<file path="config.mk">
export PLATFORM = sky130hd
export DESIGN_NAME = fsr_status_top
export DESIGN_NICKNAME = d
export VERILOG_FILES = /design/src/rtl/fsr_pkg.sv /design/src/rtl/fsr_cmd_seq.sv /design/src/rtl/fsr_op_ctrl.sv /design/src/rtl/fsr_rd_path.sv /design/src/rtl/fsr_status_top.sv
export SDC_FILE = /design/constraint.sdc
export NUM_CORES = 1
export LEC_CHECK = 0
export BUFFER_PORTS_ARGS = -buffer_cell sky130_fd_sc_hd__buf_2
export CAP_MARGIN = 30
export CORE_MARGIN = 8
export CORE_UTILIZATION = 45
export CTS_BUF_LIST = sky130_fd_sc_hd__clkbuf_8
export DETAILED_ROUTE_END_ITERATION = 7
export PLACE_DENSITY_LB_ADDON = 0.12
export SYNTH_ARGS = -nofsm -noshare
export SYNTH_HDL_FRONTEND = slang
export SYNTH_HIERARCHICAL = 1
export SYNTH_SLANG_ARGS = --single-unit
</file>
<file path="constraint.sdc">
create_clock -name clk -period 2.86 [get_ports clk]
set_clock_uncertainty 0.05 [all_clocks]
set_input_delay 0.429 -clock clk [delete_from_list [all_inputs] [get_ports clk]]
set_output_delay 0.429 -clock clk [all_outputs]
set_load 0.01 [all_outputs]
</file>
<file path="src/rtl/fsr_pkg.sv">
package fsr_pkg;
  typedef enum logic [2:0] {
    ST_IDLE,
    ST_PROG,
    ST_WIN,
    ST_ERASE,
    ST_SUSP
  } fsr_state_e;

  localparam int          ULK_W    = 11;
  localparam logic [10:0] ULK_A1   = 11'h555;
  localparam logic [10:0] ULK_A2   = 11'h2AA;
  localparam logic [7:0]  C_UNLK1  = 8'hAA;
  localparam logic [7:0]  C_UNLK2  = 8'h55;
  localparam logic [7:0]  C_PROG   = 8'hA0;
  localparam logic [7:0]  C_ERSET  = 8'h80;
  localparam logic [7:0]  C_CHIP   = 8'h10;
  localparam logic [7:0]  C_BLK    = 8'h30;
  localparam logic [7:0]  C_SUSP   = 8'hB0;
  localparam int          TMR_BIT  = 3;
  localparam int          TOG_BIT  = 2;
endpackage

</file>
<file path="src/rtl/fsr_cmd_seq.sv">
module fsr_cmd_seq
  import fsr_pkg::*;
#(
  parameter int DW = 8
) (
  input  logic             clk,
  input  logic             rst,
  input  logic             we_stb,
  input  logic [ULK_W-1:0] wr_lo,
  input  logic [DW-1:0]    wr_data,
  output logic             go_prog,
  output logic             go_chip,
  output logic             go_blk,
  output logic             one_susp,
  output logic             one_30
);
  logic [2:0] step, step_n;
  logic       a1, a2;
  logic [7:0] d;

  assign a1 = (wr_lo == ULK_A1);
  assign a2 = (wr_lo == ULK_A2);
  assign d  = wr_data[7:0];

  always_comb begin
    step_n   = step;
    go_prog  = 1'b0;
    go_chip  = 1'b0;
    go_blk   = 1'b0;
    one_susp = 1'b0;
    one_30   = 1'b0;
    if (we_stb) begin
      case (step)
        3'd0: begin
          if (a1 && d == C_UNLK1) step_n = 3'd1;
          else begin
            one_susp = (d == C_SUSP);
            one_30   = (d == C_BLK);
          end
        end
        3'd1: step_n = (a2 && d == C_UNLK2) ? 3'd2 : 3'd0;
        3'd2: begin
          if (a1 && d == C_PROG)       step_n = 3'd3;
          else if (a1 && d == C_ERSET) step_n = 3'd4;
          else                         step_n = 3'd0;
        end
        3'd3: begin
          go_prog = 1'b1;
          step_n  = 3'd0;
        end
        3'd4: step_n = (a1 && d == C_UNLK1) ? 3'd5 : 3'd0;
        3'd5: step_n = (a2 && d == C_UNLK2) ? 3'd6 : 3'd0;
        default: begin
          if (a1 && d == C_CHIP) go_chip = 1'b1;
          else if (d == C_BLK)   go_blk  = 1'b1;
          step_n = 3'd0;
        end
      endcase
    end
  end

  always_ff @(posedge clk) begin
    if (rst) step <= 3'd0;
    else     step <= step_n;
  end
endmodule

</file>
<file path="src/rtl/fsr_op_ctrl.sv">
module fsr_op_ctrl
  import fsr_pkg::*;
#(
  parameter int BLK_W     = 3,
  parameter int WIN_CYC   = 2_500_000,
  parameter int ERASE_CYC = 4_000_000,
  parameter int PROG_CYC  = 500,
  localparam int NBLK     = 1 << BLK_W
) (
  input  logic             clk,
  input  logic             rst,
  input  logic             go_prog,
  input  logic             go_chip,
  input  logic             go_blk,
  input  logic             one_susp,
  input  logic             one_30,
  input  logic [BLK_W-1:0] wr_blk,
  output fsr_state_e       st,
  output logic [NBLK-1:0]  mask,
  output logic             hit,
  output logic             tog_clr,
  output logic             ready_o
);
  localparam int MAX_WE = (WIN_CYC > ERASE_CYC) ? WIN_CYC : ERASE_CYC;
  localparam int MAXC   = (MAX_WE > PROG_CYC) ? MAX_WE : PROG_CYC;
  localparam int CW     = $clog2(MAXC + 1);

  fsr_state_e      st_n;
  logic [CW-1:0]   cnt, cnt_n;
  logic [NBLK-1:0] mask_n, blk_bit;
  logic            hit_n;

  assign blk_bit = NBLK'(1) << wr_blk;

  always_comb begin
    st_n    = st;
    cnt_n   = cnt;
    mask_n  = mask;
    hit_n   = hit;
    tog_clr = 1'b0;
    case (st)
      ST_IDLE: begin
        if (go_prog) begin
          st_n  = ST_PROG;
          cnt_n = CW'(PROG_CYC - 1);
        end else if (go_chip) begin
          st_n    = ST_ERASE;
          cnt_n   = CW'(ERASE_CYC - 1);
          mask_n  = '1;
          tog_clr = 1'b1;
        end else if (go_blk) begin
          st_n   = ST_WIN;
          cnt_n  = CW'(WIN_CYC - 1);
          mask_n = blk_bit;
        end
      end
      ST_PROG: begin
        if (cnt == '0) st_n = ST_IDLE;
        else           cnt_n = cnt - 1'b1;
      end
      ST_WIN: begin
        if (one_30) begin
          mask_n = mask | blk_bit;
          cnt_n  = CW'(WIN_CYC - 1);
        end else if (cnt == '0) begin
          st_n    = ST_ERASE;
          cnt_n   = CW'(ERASE_CYC - 1);
          tog_clr = 1'b1;
        end else begin
          cnt_n = cnt - 1'b1;
        end
      end
      ST_ERASE: begin
        if (cnt == '0) begin
          st_n   = ST_IDLE;
          mask_n = '0;
        end else begin
          cnt_n = cnt - 1'b1;
          if (one_susp) st_n = ST_SUSP;
        end
      end
      ST_SUSP: begin
        if (one_30) begin
          st_n  = ST_ERASE;
          hit_n = 1'b0;
        end else if (go_prog && mask[wr_blk]) begin
          hit_n = 1'b1;
        end
      end
      default: st_n = ST_IDLE;
    endcase
  end

  always_ff @(posedge clk) begin
    if (rst) begin
      st      <= ST_IDLE;
      cnt     <= '0;
      mask    <= '0;
      hit     <= 1'b0;
      ready_o <= 1'b1;
    end else begin
      st      <= st_n;
      cnt     <= cnt_n;
      mask    <= mask_n;
      hit     <= hit_n;
      ready_o <= (st_n == ST_IDLE) || (st_n == ST_SUSP);
    end
  end
endmodule

</file>
<file path="src/rtl/fsr_rd_path.sv">
module fsr_rd_path
  import fsr_pkg::*;
#(
  parameter int DW    = 8,
  parameter int BLK_W = 3,
  localparam int NBLK = 1 << BLK_W
) (
  input  logic             clk,
  input  logic             rst,
  input  fsr_state_e       st,
  input  logic [NBLK-1:0]  mask,
  input  logic             hit,
  input  logic             tog_clr,
  input  logic             rd_stb,
  input  logic [BLK_W-1:0] rd_blk,
  input  logic [DW-1:0]    arr_data,
  output logic [DW-1:0]    rd_data
);
  logic          tog, flip, in_m;
  logic [DW-1:0] rd_n;

  assign in_m = mask[rd_blk];

  always_comb begin
    rd_n = arr_data;
    flip = 1'b0;
    case (st)
      ST_PROG, ST_WIN: rd_n = '0;
      ST_ERASE: begin
        rd_n          = '0;
        rd_n[TMR_BIT] = 1'b1;
        if (in_m) begin
          rd_n[TOG_BIT] = tog;
          flip          = 1'b1;
        end
      end
      ST_SUSP: begin
        if (in_m) begin
          rd_n          = '0;
          rd_n[TMR_BIT] = 1'b1;
          rd_n[TOG_BIT] = hit | tog;
          flip          = !hit;
        end
      end
      default: rd_n = arr_data;
    endcase
  end

  always_ff @(posedge clk) begin
    if (rst) begin
      tog     <= 1'b0;
      rd_data <= '0;
    end else begin
      if (tog_clr)          tog <= 1'b0;
      else if (rd_stb && flip) tog <= ~tog;
      if (rd_stb) rd_data <= rd_n;
    end
  end
endmodule

</file>
<file path="src/rtl/fsr_status_top.sv">
module fsr_status_top
  import fsr_pkg::*;
#(
  parameter int AW        = 16,
  parameter int DW        = 8,
  parameter int BLK_W     = 3,
  parameter int WIN_CYC   = 2_500_000,
  parameter int ERASE_CYC = 4_000_000,
  parameter int PROG_CYC  = 500,
  localparam int NBLK     = 1 << BLK_W
) (
  input  logic          clk,
  input  logic          rst,
  input  logic          we_stb,
  input  logic [AW-1:0] wr_addr,
  input  logic [DW-1:0] wr_data,
  input  logic          rd_stb,
  input  logic [AW-1:0] rd_addr,
  input  logic [DW-1:0] arr_data,
  output logic [DW-1:0] rd_data,
  output logic          ready_o
);
  fsr_state_e      st;
  logic [NBLK-1:0] mask;
  logic            hit, tog_clr;
  logic            go_prog, go_chip, go_blk, one_susp, one_30;
  logic            unused_addr;

  assign unused_addr = ^{wr_addr, rd_addr};

  fsr_cmd_seq #(.DW(DW)) u_seq (
    .clk      (clk),
    .rst      (rst),
    .we_stb   (we_stb),
    .wr_lo    (wr_addr[ULK_W-1:0]),
    .wr_data  (wr_data),
    .go_prog  (go_prog),
    .go_chip  (go_chip),
    .go_blk   (go_blk),
    .one_susp (one_susp),
    .one_30   (one_30)
  );

  fsr_op_ctrl #(
    .BLK_W(BLK_W), .WIN_CYC(WIN_CYC), .ERASE_CYC(ERASE_CYC), .PROG_CYC(PROG_CYC)
  ) u_ctrl (
    .clk      (clk),
    .rst      (rst),
    .go_prog  (go_prog),
    .go_chip  (go_chip),
    .go_blk   (go_blk),
    .one_susp (one_susp),
    .one_30   (one_30),
    .wr_blk   (wr_addr[AW-1 -: BLK_W]),
    .st       (st),
    .mask     (mask),
    .hit      (hit),
    .tog_clr  (tog_clr),
    .ready_o  (ready_o)
  );

  fsr_rd_path #(.DW(DW), .BLK_W(BLK_W)) u_rd (
    .clk      (clk),
    .rst      (rst),
    .st       (st),
    .mask     (mask),
    .hit      (hit),
    .tog_clr  (tog_clr),
    .rd_stb   (rd_stb),
    .rd_blk   (rd_addr[AW-1 -: BLK_W]),
    .arr_data (arr_data),
    .rd_data  (rd_data)
  );
endmodule

</file>
**Yosys cells after proc, flatten, opt, wreduce, memory -nomap -nowiden**

Index checks and enable logic that the tools add are counted.

- Flip-flop bits (word level): 47
- Input port bits: 52
- Output and inout port bits: 9
- Logic and storage cells: 127

- $add $sub $neg: 1
- $lt $le $gt $ge: 2
- Eq/ne operators: 26
- Shifts and indexed selects: 1
- Multiplexer cells: 62
- Bitwise logic cells: 3
- Reductions and logical operators: 24

Operator list:

| kind | count |
|---|---|
| $mux 22 | 6 |
| $pmux 22 s3 | 1 |
| $mux 8 | 6 |
| $pmux 8 s3 | 2 |
| $mux 3 | 14 |
| $eq 8x8->1 const B | 4 |
| $pmux 3 s5 | 2 |
| $mux 1 | 26 |
| $logic_not 22->1 | 1 |
| $sub 22x1->22 const B | 1 |
| $eq 3x2->1 const B | 4 |
| $eq 3x3->1 const B | 4 |
| $eq 11x10->1 const B | 1 |
| $eq 11x11->1 const B | 1 |
| $logic_not 3->1 | 3 |
| $eq 8x5->1 const B | 1 |
| $eq 8x6->1 const B | 1 |
| $eq 8x7->1 const B | 1 |
| $lt 3x4->1 const B | 2 |
| $or 8x8->8 | 1 |
| $shl 1x3->8 const A | 1 |
| $logic_and 1x1->1 | 7 |
| $bmux 1 s3 | 2 |
| $eq 3x1->1 const B | 2 |
| other kinds (17) | 25 |

**Longest topological paths before layout**

Gate-level depths: netlist (run 1).

- Depth after elaboration: 11
- Depth in mapped cells: 10
- Depth with buffers taken out: 9

**Cells and area by module**

The synthesis (run 1) kept the hierarchy.

Modules (own cells, without submodules):

| module | instances | cells each | area each (um^2) | seq. area each (um^2) |
|---|---|---|---|---|
| fsr_op_ctrl | 1 | 317 | 2,610.0 | 700.7 |
| fsr_rd_path | 1 | 51 | 546.8 | 180.2 |
| fsr_cmd_seq | 1 | 56 | 405.4 | 60.1 |

**Worst setup path before layout (run 1)**

OpenSTA, ideal clock, no wires.

- Path type: input-to-reg
- From: in wr_data[1]
- To: reg u_ctrl.cnt[14]
- Library setup time: 0.087 ns
- Data arrival time: 2.525 ns
- Required time: 2.723 ns
- Setup slack: 0.198 ns
- Cell stages on the path: 8
- Buffers on the path: 0
- Cells stage by stage: nor3_1 -> nand3_1 -> nor4_1 -> nor3_1 -> a21oi_1 -> o21ai_2 -> or4_1 -> a211oi_1

- Word-level cells in the longest chain between the ends: 8
- Elaborated cells on any way between the ends: 21
- Classes of those cells: eq/ne: 4; mux: 14; reduce/logical: 3

Ends and longest elaborated chain:

| what | RTL line | text |
|---|---|---|
| start, declared | fsr_status_top.sv:16 | `input logic [DW-1:0] wr_data,` |
| $eq 8x5->1 * | fsr_cmd_seq.sv:54 | `if (a1 && d == C_CHIP) go_chip = 1'b1;` |
| $logic_and 1x1->1 * | fsr_cmd_seq.sv:54 |  |
| $mux 1 * | fsr_cmd_seq.sv:54 |  |
| $mux 1 * | fsr_cmd_seq.sv:33 | `case (step)` |
| $mux 1 * | fsr_cmd_seq.sv:32 | `if (we_stb) begin` |
| net go_chip | fsr_status_top.sv:26 | `logic go_prog, go_chip, go_blk, one_susp, one_30;` |
| $mux 22 | fsr_op_ctrl.sv:46 | `end else if (go_chip) begin` |
| $mux 22 | fsr_op_ctrl.sv:43 | `if (go_prog) begin` |
| $pmux 22 s3 | fsr_op_ctrl.sv:41 | `case (st)` |
| end signal, assigned | fsr_op_ctrl.sv:103 | `cnt <= cnt_n;` |
| end, declared | fsr_op_ctrl.sv:29 | `logic [CW-1:0] cnt, cnt_n;` |

Mark *: on every way through the listed nets, which the timed path passes. The rest lies on a longest branch.
A chain may end at the register's enable or synchronous reset.

**Final worst setup path (run 1)**

- From: reg u_seq.step[0]
- To: reg u_ctrl.ready_o

- Elaborated cells on any way between the ends: 28
- Classes of those cells: eq/ne: 6; mux: 18; reduce/logical: 4

RTL lines:

| what | RTL line | text |
|---|---|---|
| start, declared | fsr_cmd_seq.sv:17 | `logic [2:0] step, step_n;` |
| start signal, assigned | fsr_cmd_seq.sv:64 | `else step <= step_n;` |
| $logic_not 3->1 * | fsr_cmd_seq.sv:33 |  |
| $mux 1 * | fsr_cmd_seq.sv:33 |  |
| $mux 1 * | fsr_cmd_seq.sv:32 |  |
| net one_susp | fsr_status_top.sv:26 |  |
| $mux 3 * | fsr_op_ctrl.sv:79 | `if (one_susp) st_n = ST_SUSP;` |
| $mux 3 * | fsr_op_ctrl.sv:74 | `if (cnt == '0) begin` |
| $pmux 3 s5 * | fsr_op_ctrl.sv:41 |  |
| $eq 3x3->1 / $logic_not 3->1 (equally long branches) | fsr_op_ctrl.sv:106 | `ready_o <= (st_n == ST_IDLE) \|\| (st_n == ST_SUSP);` |
| $logic_or 1x1->1 * | fsr_op_ctrl.sv:106 |  |
| end signal, assigned | fsr_op_ctrl.sv:106 |  |
| end, declared | fsr_op_ctrl.sv:22 | `output logic ready_o` |

Marked as above.

==> results of run 1 <==
==> registers in the layout, indices dropped and copies added (netlist names) <==
name,flops
u_ctrl/ready_o,1
u_ctrl/cnt,22
u_ctrl/hit,1
u_ctrl/mask,8
u_rd/tog,1
u_seq/step,3
u_ctrl/st,3
u_rd/rd_data,8
==> placed cells by master, fill, tap and decap left out, types with 6 or more instances in the layout <==
cell / Yosys / final
dfxtp_1: 47 / 47
buf_2: 1 / 45
nor2_1: 41 / 41
o21ai_0: 30 / 30
a21oi_1: 23 / 23
inv_1: 21 / 21
nand2_1: 18 / 18
buf_4: 0 / 13
nor2b_1: 11 / 11
nor3_1: 11 / 11
nand4_1: 10 / 10
nand2b_1: 8 / 8
o31ai_1: 8 / 8
or3_1: 8 / 8
and2_1: 7 / 7
a221oi_2: 7 / 7
a311oi_1: 6 / 6
or2_2: 6 / 6
nor3b_1: 6 / 6
o21bai_1: 6 / 6
nand3_1: 6 / 6
a32o_1: 6 / 6
==> per-layer routing <==
layer | GRT usage (%) | vias to the layer above
li1 | - | 1721
met1 | 23.6 | 1639
met2 | 27.6 | 120
met3 | 4.30 | 8
met4 | 4.89 | 0
met5 | 0 | -
==> stage by stage <==
step                total power [mW]  worst slack, ns  hold slack [ns]  instances
global placement               0.795            0.177            0.396        563
CTS                             1.31            0.415            0.300        571
detailed placement             0.798            0.152            0.405        563
floorplan                      0.746            0.198            0.393        424
finish                          1.29            0.431            0.309        571
global route                    1.35            0.180            0.299        571
==> critical path, cell delays in order (launching register included) <==
cell	delay (ns)
dfxtp_1	0.39
nor3_1	0.31
nand4_1	0.17
nor4_1	0.62
o31ai_1	0.23
o41ai_1	0.50
==> logic make-up after synthesis <==
logic type / count (synthesis) / synth area share [%]
buffers and inverters: 43 / 6.53
XOR/XNOR: 2 / 0.492
flip-flops: 47 / 26.4
AND/OR/NAND/NOR: 183 / 33.5
AO/OA/AOI/OAI: 139 / 29.3
adder cells (fa/ha/maj): 2 / 0.702
multiplexers: 8 / 3.09
==> area by class of cell <==
cell class / count / area share (%)
inverter: 21 / 1.97
multi-input combinational: 334 / 59.9
tap: 102 / 3.19
sequential: 47 / 23.5
timing repair buffer: 59 / 8.58
clock buffer: 5 / 1.72
clock inverter: 3 / 1.10
==> path summary, 6_finish.rpt <==
check,start,endpoint,slack [ns],depth (start not counted)
worst min-delay path,arr_data[7],u_rd/rd_data[7]$_SDFFE_PP0P_,0.31,2
worst max-delay path,u_seq/step[0]$_SDFFE_PP0P_,u_ctrl/ready_o$_SDFF_PP1_,0.43,5
worst max register to register,u_seq/step[0]$_SDFFE_PP0P_,u_ctrl/ready_o$_SDFF_PP1_,0.43,5
worst min register to register,u_rd/rd_data[0]$_SDFFE_PP0P_,u_rd/rd_data[0]$_SDFFE_PP0P_,0.42,1
==> where the power goes <==
part           internal [mW]  switching [mW]  total (mW)
registers              0.661         0.00289       0.664
logic                 0.0545          0.0641       0.119
clock network          0.261           0.248       0.509
==> summary.md, run 1 <==
| Metric | Value |
|---|---|
| Final min period | 2.43 ns |
| Mapped cell area | between 0.003 and 0.004 mm2 |
| Router iterations before antenna repair | 5 |
| Dpl cell area | 0.00388 mm2 |
| Seq/Total Area, Yosys | 26.4% |
| Top-area cell type share of the netlist area | 26.4% |
| Max_cap viols | 0 |
| P&R area growth vs syn | 12.2% |
| Met1 Wirelength | about 4500 um |
| Antenna viol nets, final | 0 |
| Unrepaired setup endpoints after global routing | false |
| Initial Utilization | 46.3% |
| First-pass GRT wire length | 16700 um |
| Max FO, Critical Path | 9 |
| Post-CTS Hold Buffers | 0 |
| Most frequent cells after synthesis | dfxtp_1 (47), nor2_1 (41), o21ai_0 (30), a21oi_1 (23), inv_1 (21) |
| Startpoint Class | flip-flop |
| TNS Setup | 0 ns |
| GRT Total Usage | 17.7% |
| Slew HR | 47.8% |
| Vias | around 3500 |
| CP Capture Type | flip-flop |
| Die ar. | 0.0110 mm2 |
| Number of synthesized flops with an enable pin | 0 |
| Vias in the first global route | approximately 3400 |
| Largest area contributor in the netlist | dfxtp_1 |
| Total gr overflow | 0 |
| Post-layout net count | 522 |
| Final Max Tran Viols | 0 |
| Clk buf depth | 2 |
| Metal3 WL | 656 um |
| Tcrit/Tclk final | 84.9% |
| Root Driver | clkbuf_8 |
| Fin util | 52.0% |
| Yosys reg bits | 47 |
| CTS H-tree lvls | 2 |
| CTS tree | built |
| Final instance area | ~0.004 mm2 |
| Highest routed layer | met4 |
| Die H | roughly 100 um |
| Via/cell ratio | between 6 and 7 |
| Clk Latency, worst-skew pair | 0.31 ns |
| Critical path type | flip-flop to flip-flop |
| Syn avg cell area | 8.40 um2 |
| Cell variety after synth | 80 |
| Post-DP HPWL | between 7000 and 8000 um |
| Outcome | completed |
| Area of the multi-input gates | 0.00239 mm2 |
| Share of layout cells above drive strength 1 | 23.9% |
| Worst Hold Class | primary input to flip-flop |
| Async S/R FF share, synth | 0% |
| Residual DRC count | 0 |
| Initial antenna violation count | 0 |
| FMAX | 0.412 GHz |
| Warnings, synthesis | 6 |
| Fillers | 794 |
| Placer congestion estimate | 0.851 |
| Lkg Pwr | 1.44 nW |
| Largest net degree at the start of global routing | 29 |
| Setup violators final | 0 |
| Die width | 105 um |
| Core area | 0.00769 mm2 |
| Peak supply drop | 195 uV |
| Cell with the most instances after synthesis | dfxtp_1 |
| IO buf count | 45 |
| Clk sinks | 47 |
| Worst-margin pin slew | 0.774 ns |
| Postcts setup bufs | 0 |
| Clk pin slew, worst setup/hold paths | 0.09 ns |
| Syn_nets | between 400 and 500 |
| Top FF cell, synth | dfxtp_1 |
| Rows | 32 |
| Drt total wl | 9550 um |
| Worst EP arrival | 2.55 ns |
| Register Area | 941 um2 |
| Top post-synthesis cells by area | dfxtp_1 (26%), nor2_1 (4.3%), o21ai_0 (4.2%) |
| Num CTS Buffers | 5 |
| Met2 WL | approximately 4300 um |
| CTS resizes | 0 |
| Io pins | just over 60 |
| Initial DRC count | 186 |
| Hold Violations, Final | 0 |
| Wire per inst | about 17 um |
| Cell count after synthesis | 424 |
| Antenna Cells | 0 |
| Pwr Density | 323 mW/mm2 |
| Critical path required time | 2.98 ns |
No activity file was read; power rests on OpenSTA's default activity.
==> inputs of run 2 (changes only) <==
==> constraint.sdc (replaced) <==
create_clock -name clk -period 2.5 [get_ports clk]
set_clock_uncertainty 0.05 [all_clocks]
set_input_delay 0.375 -clock clk [delete_from_list [all_inputs] [get_ports clk]]
set_output_delay 0.375 -clock clk [all_outputs]
set_load 0.01 [all_outputs]
==> run 2 against run 1 <==
Compared with the run above: via count increased by 3.1%; first-iteration DRC count rose by 45%; worst setup slack got worse by 0.18 ns; clock-buffer cell count stayed put; sequential power up 14%; non-clock buffer count increased by 22; combinational power grew 19%; design area rose by 4.4%; critical path depth up 5; power rose by 16%; critical path type is now primary input to flip-flop.
==> summary.md, run 2 (synthesized netlist as in run 1, its figures left out) <==
| Metric | Value |
|---|---|
| Worst EP arrival | ~2.4 ns |
| Antenna viol nets, final | 0 |
| Post-CTS Hold Buffers | 0 |
| Vias | around 3600 |
| Vias in the first global route | between 3000 and 4000 |
| Max reg flops | 22 |
| Lkg Pwr | 1.54 nW |
| Final min period | 2.25 ns |
| WHS | 0.252 ns |
| IO buf count | 45 |
| R2R Setup Slk | between 0.2 and 0.3 ns |
| CP Capture Type | flip-flop |
| GRT Total Usage | 17.6% |
| Setup violators final | 0 |
| Root Driver | clkbuf_8 |
| Final worst slack | 0.250 ns |
| DP Worst Slack | -0.121 ns |
| Most common library cell in the layout ignoring fill and taps | dfxtp_1 |
| First-pass GRT wire length | 16600 um |
| Clk buf depth | 2 |
| Total gr overflow | 0 |
| Post-DP HPWL | 7350 um |
| Critical path required time | 2.66 ns |
| Startpoint Class | primary input |
| Via/cell ratio | 6.06 |
| Largest regs | u_ctrl/cnt (22), u_ctrl/mask (8), u_rd/rd_data (8) |
| Slew HR | 35.3% |
| Initial DRC count | 270 |
| WHS Path Cells | 2 |
| Final Max Tran Viols | 0 |
| Router iterations before antenna repair | 5 |
| CTS tree | built |
| Met1 Resource Use GR | 23.7% |
| Die ar. | 0.0110 mm2 |
| Worst Hold Class | primary input to flip-flop |
| Most frequent cells in the layout | dfxtp_1 (46), buf_2 (45), nor2_1 (41), buf_4 (35), o21ai_0 (30) |
| Tcrit/Tclk final | 90.0% |
| CP Launch Point | wr_data[1] |
| Max_cap viols | 0 |
| Unrepaired setup endpoints after global routing | false |
| Postcts setup bufs | 0 |
| Fillers | 756 |
| Met2 Track Usage GR | 27.9% |
| Clk pin slew, worst setup/hold paths | 0.10 ns |
| Clk sinks | 47 |
| Top reg by flops | u_ctrl/cnt |
| Initial Utilization | 46.3% |
| CTS H-tree lvls | 2 |
| Num CTS Buffers | 5 |
| Rows | 32 |
| Initial antenna violation count | 0 |
| Largest net degree at the start of global routing | 29 |
| Post-layout net count | 544 |
| Io pins | 61 |
| Worst-margin pin slew | approximately 0.96 ns |
| Fin util | 54.3% |
| Core area | 0.00769 mm2 |
| Max FO, Critical Path | 13 |
| Outcome | completed |
| Critical path type | primary input to flip-flop |
| Wire per inst | 16.5 um |
| Pwr Density | 357 mW/mm2 |
| Antenna Cells | 0 |
| P&R area growth vs syn | 17.2% |
| Hold Violations, Final | 0 |
| CTS resizes | 0 |
| Die width | between 100 and 150 um |
| Drt total wl | between 9000 and 10000 um |
| Clk Latency, worst-skew pair | 0.30 ns |
| Die H | 105 um |
| R2R Path Start | u_ctrl/st[0]$_SDFF_PP0_ |
| Peak supply drop | 420 uV |
| Hold Startpoint | arr_data[7] |
| Placer congestion estimate | 0.847 |
| Met3 usage | 3.81% |
| Grt peak-use layer | met2 |
| Register-to-Register Path Depth | 6 |
| Share of layout cells above drive strength 1 | 27.9% |
| Residual DRC count | 0 |
| FMAX | between 0.4 and 0.5 GHz |
-- run 2: cell count changes in the layout (fill, tap and decap cells not counted) --
cell and delta:
buf_4 +22, a21oi_1 -1, a21oi_2 +1, clkinv_2 -1, clkinv_4 -1, clkinvlp_4 +1
dfxtp_1 -1, dfxtp_2 +1, inv_6 +1, nor3_1 -1, nor3_2 +1
-- run 2: final cells by class --
class                   count  area (um2)  area share (%)
flip-flops and latches     47         942            22.6
clock buffers               5        68.8            1.65
clock inverters             3        46.3            1.11
well taps                 102         128            3.06
inverters                  21        78.8            1.89
multi-input cells         334        2400            57.6
repair buffers             81         508            12.2
-- run 2: final timing paths --
kind | end
hold reg to reg | u_rd/rd_data[1]$_SDFFE_PP0P_
setup / recovery | u_ctrl/cnt[20]$_SDFFE_PP0P_
setup reg to reg | u_ctrl/cnt[5]$_SDFFE_PP0P_
hold / removal | u_rd/rd_data[7]$_SDFFE_PP0P_
-- run 2: critical path, cell delays in order --
cell and delay, ns:
buf_2 0.10, nor3_1 0.25, nand3_1 0.16, nor4_2 0.33, buf_4 0.16, buf_4 0.18, nand2b_1 0.12, o21ai_0 0.31
o21bai_1 0.17, a221oi_1 0.25
-- run 2: routing by layer --
metal | part of all wire, % | routed length, um
met5 | 0 | 0
met2 | 44 | 4350
met4 | 0.99 | 97
met1 | 48 | 4720
met3 | 6.3 | 621
-- run 2: report_power, final --
part	internal (mW)	total [mW]	leakage, nW	switching [mW]
clock network	0.302	0.590	0.0548	0.289
logic	0.0670	0.142	1.11	0.0747
registers	0.756	0.759	0.381	0.00344
-- run 2: through the flow --
stage / cells / total power [mW] / setup TNS, ns / cell area (um2)
finish: 593 / 1.49 / 0 / 4180
detailed placement: 585 / 0.919 / -0.300 / 4050
floorplan: 424 / 0.854 / 0 / 3570
CTS: 593 / 1.51 / 0 / 4170
global route: 593 / 1.57 / 0 / 4180
global placement: 585 / 0.915 / -0.239 / 4050
==> inputs of run 3 (changes only) <==
--- a/config.mk
+++ b/config.mk
@@ -7,7 +7,6 @@
 export LEC_CHECK = 0
 export BUFFER_PORTS_ARGS = -buffer_cell sky130_fd_sc_hd__buf_2
 export CAP_MARGIN = 30
-export CORE_MARGIN = 8
 export CORE_UTILIZATION = 45
 export CTS_BUF_LIST = sky130_fd_sc_hd__clkbuf_8
 export DETAILED_ROUTE_END_ITERATION = 7
==> constraint.sdc (replaced) <==
create_clock -name clk -period 2.5 [get_ports clk]
set_clock_uncertainty 0.05 [all_clocks]
set_input_delay 0.25 -clock clk [delete_from_list [all_inputs] [get_ports clk]]
set_output_delay 0.25 -clock clk [all_outputs]
set_load 0.01 [all_outputs]
==> run 3 against run 2 <==
Compared with the run above: combinational power is 3% lower; fmax is 0.14% higher; cell count is 0.34% lower; register-to-register slack hardly changed; sequential share of layout area is 0.13 points higher; clock-buffer cell count stayed put; core utilization is 0.31 points lower; worst setup slack better by 0.0032 ns; die area is 25% lower; sequential cell count stayed put; critical endpoint is now u_ctrl/cnt[9]$_SDFFE_PP0P_.
==> summary.md, run 3 (synthesized netlist as in run 1, its figures left out) <==
| Metric | Value |
|---|---|
| Final min period | about 2.2 ns |
| Register Area | 942 um2 |
| Top reg by flops | u_ctrl/cnt |
| Antenna Cells | 0 |
| Hold Violations, Final | 0 |
| IO buf count | 45 |
| Sequence of cells on the critical path | nand2_1 -> nor4_2 -> nor3_1 -> a21oi_1 -> o21ai_2 -> buf_4 -> or3_1 -> a211oi_1 |
| Critical path required time | about 2.7 ns |
| GRT Total Usage | 23.8% |
| Wire per inst | around 16 um |
| Outcome | completed |
| Dpl cells | 583 |
| Postcts setup bufs | 0 |
| Post-CTS Hold Buffers | 0 |
| Placer congestion estimate | 0.890 |
| Vias | 3582 |
| Antenna viol nets, final | 0 |
| Router iterations before antenna repair | 5 |
| Rows | 32 |
| Die ar. | 0.00828 mm2 |
| Initial Utilization | 46.3% |
| Drt total wl | 9320 um |
| Total gr overflow | 0 |
| Num CTS Buffers | 5 |
| CP Capture Type | flip-flop |
| Io pins | 61 |
| Setup violators final | 0 |
| Most frequent cells in the layout | dfxtp_1 (46), buf_2 (45), nor2_1 (41), buf_4 (33), o21ai_0 (30) |
| Startpoint Class | flip-flop |
| Met1 Wirelength | 4530 um |
| Root Driver | clkbuf_8 |
| Most common library cell in the layout ignoring fill and taps | dfxtp_1 |
| Pwr Density | 357 mW/mm2 |
| R2R Setup Slk | 0.25 ns |
| Die width | 91.0 um |
| Worst Hold Class | primary input to flip-flop |
| Worst EP arrival | about 2.4 ns |
| Fillers | 746 |
| Share of layout cells above drive strength 1 | 27.2% |
| Tcrit/Tclk final | 89.9% |
| Largest net degree at the start of global routing | 29 |
| Highest routed layer | met4 |
| Peak supply drop | 261 uV |
| Core area | roughly 0.0077 mm2 |
| Met2 WL | between 4000 and 5000 um |
| Max_cap viols | 0 |
| Largest stage delay, worst path | 0.39 ns |
| Slew HR | around three fifths |
| Unrepaired setup endpoints after global routing | false |
| Post-DP HPWL | roughly 7000 um |
| FMAX | 0.445 GHz |
| WHS | 0.126 ns |
| First-pass GRT wire length | 16100 um |
| Lkg Pwr | 1.53 nW |
| Initial DRC count | ~260 |
| Critical path type | flip-flop to flip-flop |
| Clk pin slew, worst setup/hold paths | approximately 0.1 ns |
| Area of the multi-input gates | 0.00239 mm2 |
| Power consumption | roughly 1.5 mW |
| Max FO, Critical Path | 8 |
| Clk sinks | 47 |
| Residual DRC count | 0 |
| Post-layout net count | 542 |
| Initial antenna violation count | 0 |
| P&R area growth vs syn | 16.5% |
| Clk buf depth | 2 |
| Vias in the first global route | 3338 |
| TNS Setup | 0 ns |
| Via/cell ratio | between 6 and 7 |
| Die H | 91.0 um |
| Final Max Tran Viols | 0 |
| CTS tree | built |
| Metal3 WL | 537 um |
| Worst-margin pin slew | 0.569 ns |
| CTS H-tree lvls | 2 |
| Worst path slowest cell | dfxtp_2 |
| Largest regs | u_ctrl/cnt (22), u_ctrl/mask (8), u_rd/rd_data (8) |
| Max reg flops | 22 |
| Final instance count without filler cells | 591 |
| Clk Latency, worst-skew pair | approximately 0.31 ns |
-- run 3: changes by cell type in the layout (fill, tap and decap cells not counted), sizes merged --
cell	change
buf	-2
-- run 3: worst max-delay path, delay by kind of cell (launching register included) --
kind	cells	cell delay [ns]
and+or+nand+nor	4	0.88
DFF	1	0.39
AOI/OAI and AO/OA	3	0.66
buffers and inverters	1	0.19
-- run 3: layout make-up --
type	instances	area share [%]
multi-input cells	334	57.7
flip-flops and latches	47	22.7
repair buffers	79	11.9
clock inverters	3	1.12
clock buffers	5	1.66
inverters	21	1.90
well taps	102	3.07
-- run 3: final timing paths --
| kind | start | end | cells after the start |
|---|---|---|---|
| worst max-delay path | u_seq/step[1]$_SDFFE_PP0P_ | u_ctrl/cnt[9]$_SDFFE_PP0P_ | 8 |
| worst min-delay path | arr_data[5] | u_rd/rd_data[5]$_SDFFE_PP0P_ | 2 |
| worst max register to register | u_seq/step[1]$_SDFFE_PP0P_ | u_ctrl/cnt[9]$_SDFFE_PP0P_ | 8 |
| worst min register to register | u_rd/rd_data[0]$_SDFFE_PP0P_ | u_rd/rd_data[0]$_SDFFE_PP0P_ | 1 |
-- run 3: repair_timing --
item	CTS	global route
endpoints found under the hold margin	0	0
setup endpoints to repair	0	3
gates resized for setup	0	1
-- run 3: power breakdown --
group	switching, mW	internal, mW
registers	0.00320	0.756
clock network	0.285	0.302
logic	0.0743	0.0640
total	0.362	1.12
-- run 3: routing by layer --
| layer | track usage [%] | vias to the layer above |
|---|---|---|
| li1 | - | 1752 |
| met1 | 34.0 | 1687 |
| met2 | 38.3 | 133 |
| met3 | 3.27 | 10 |
| met4 | 4.89 | 0 |
| met5 | 0 | - |
-- run 3: through the flow --
step	setup WS [ns]	instance area, um2	util [%]
2_1_floorplan	0.0970	3570	-
3_3_place_gp	0.0317	4040	52.5
3_5_place_dp	-0.0354	4040	52.5
4_1_cts	0.185	4150	54.0
5_1_grt	0.0356	4150	54.0
6_report	0.253	4150	54.0
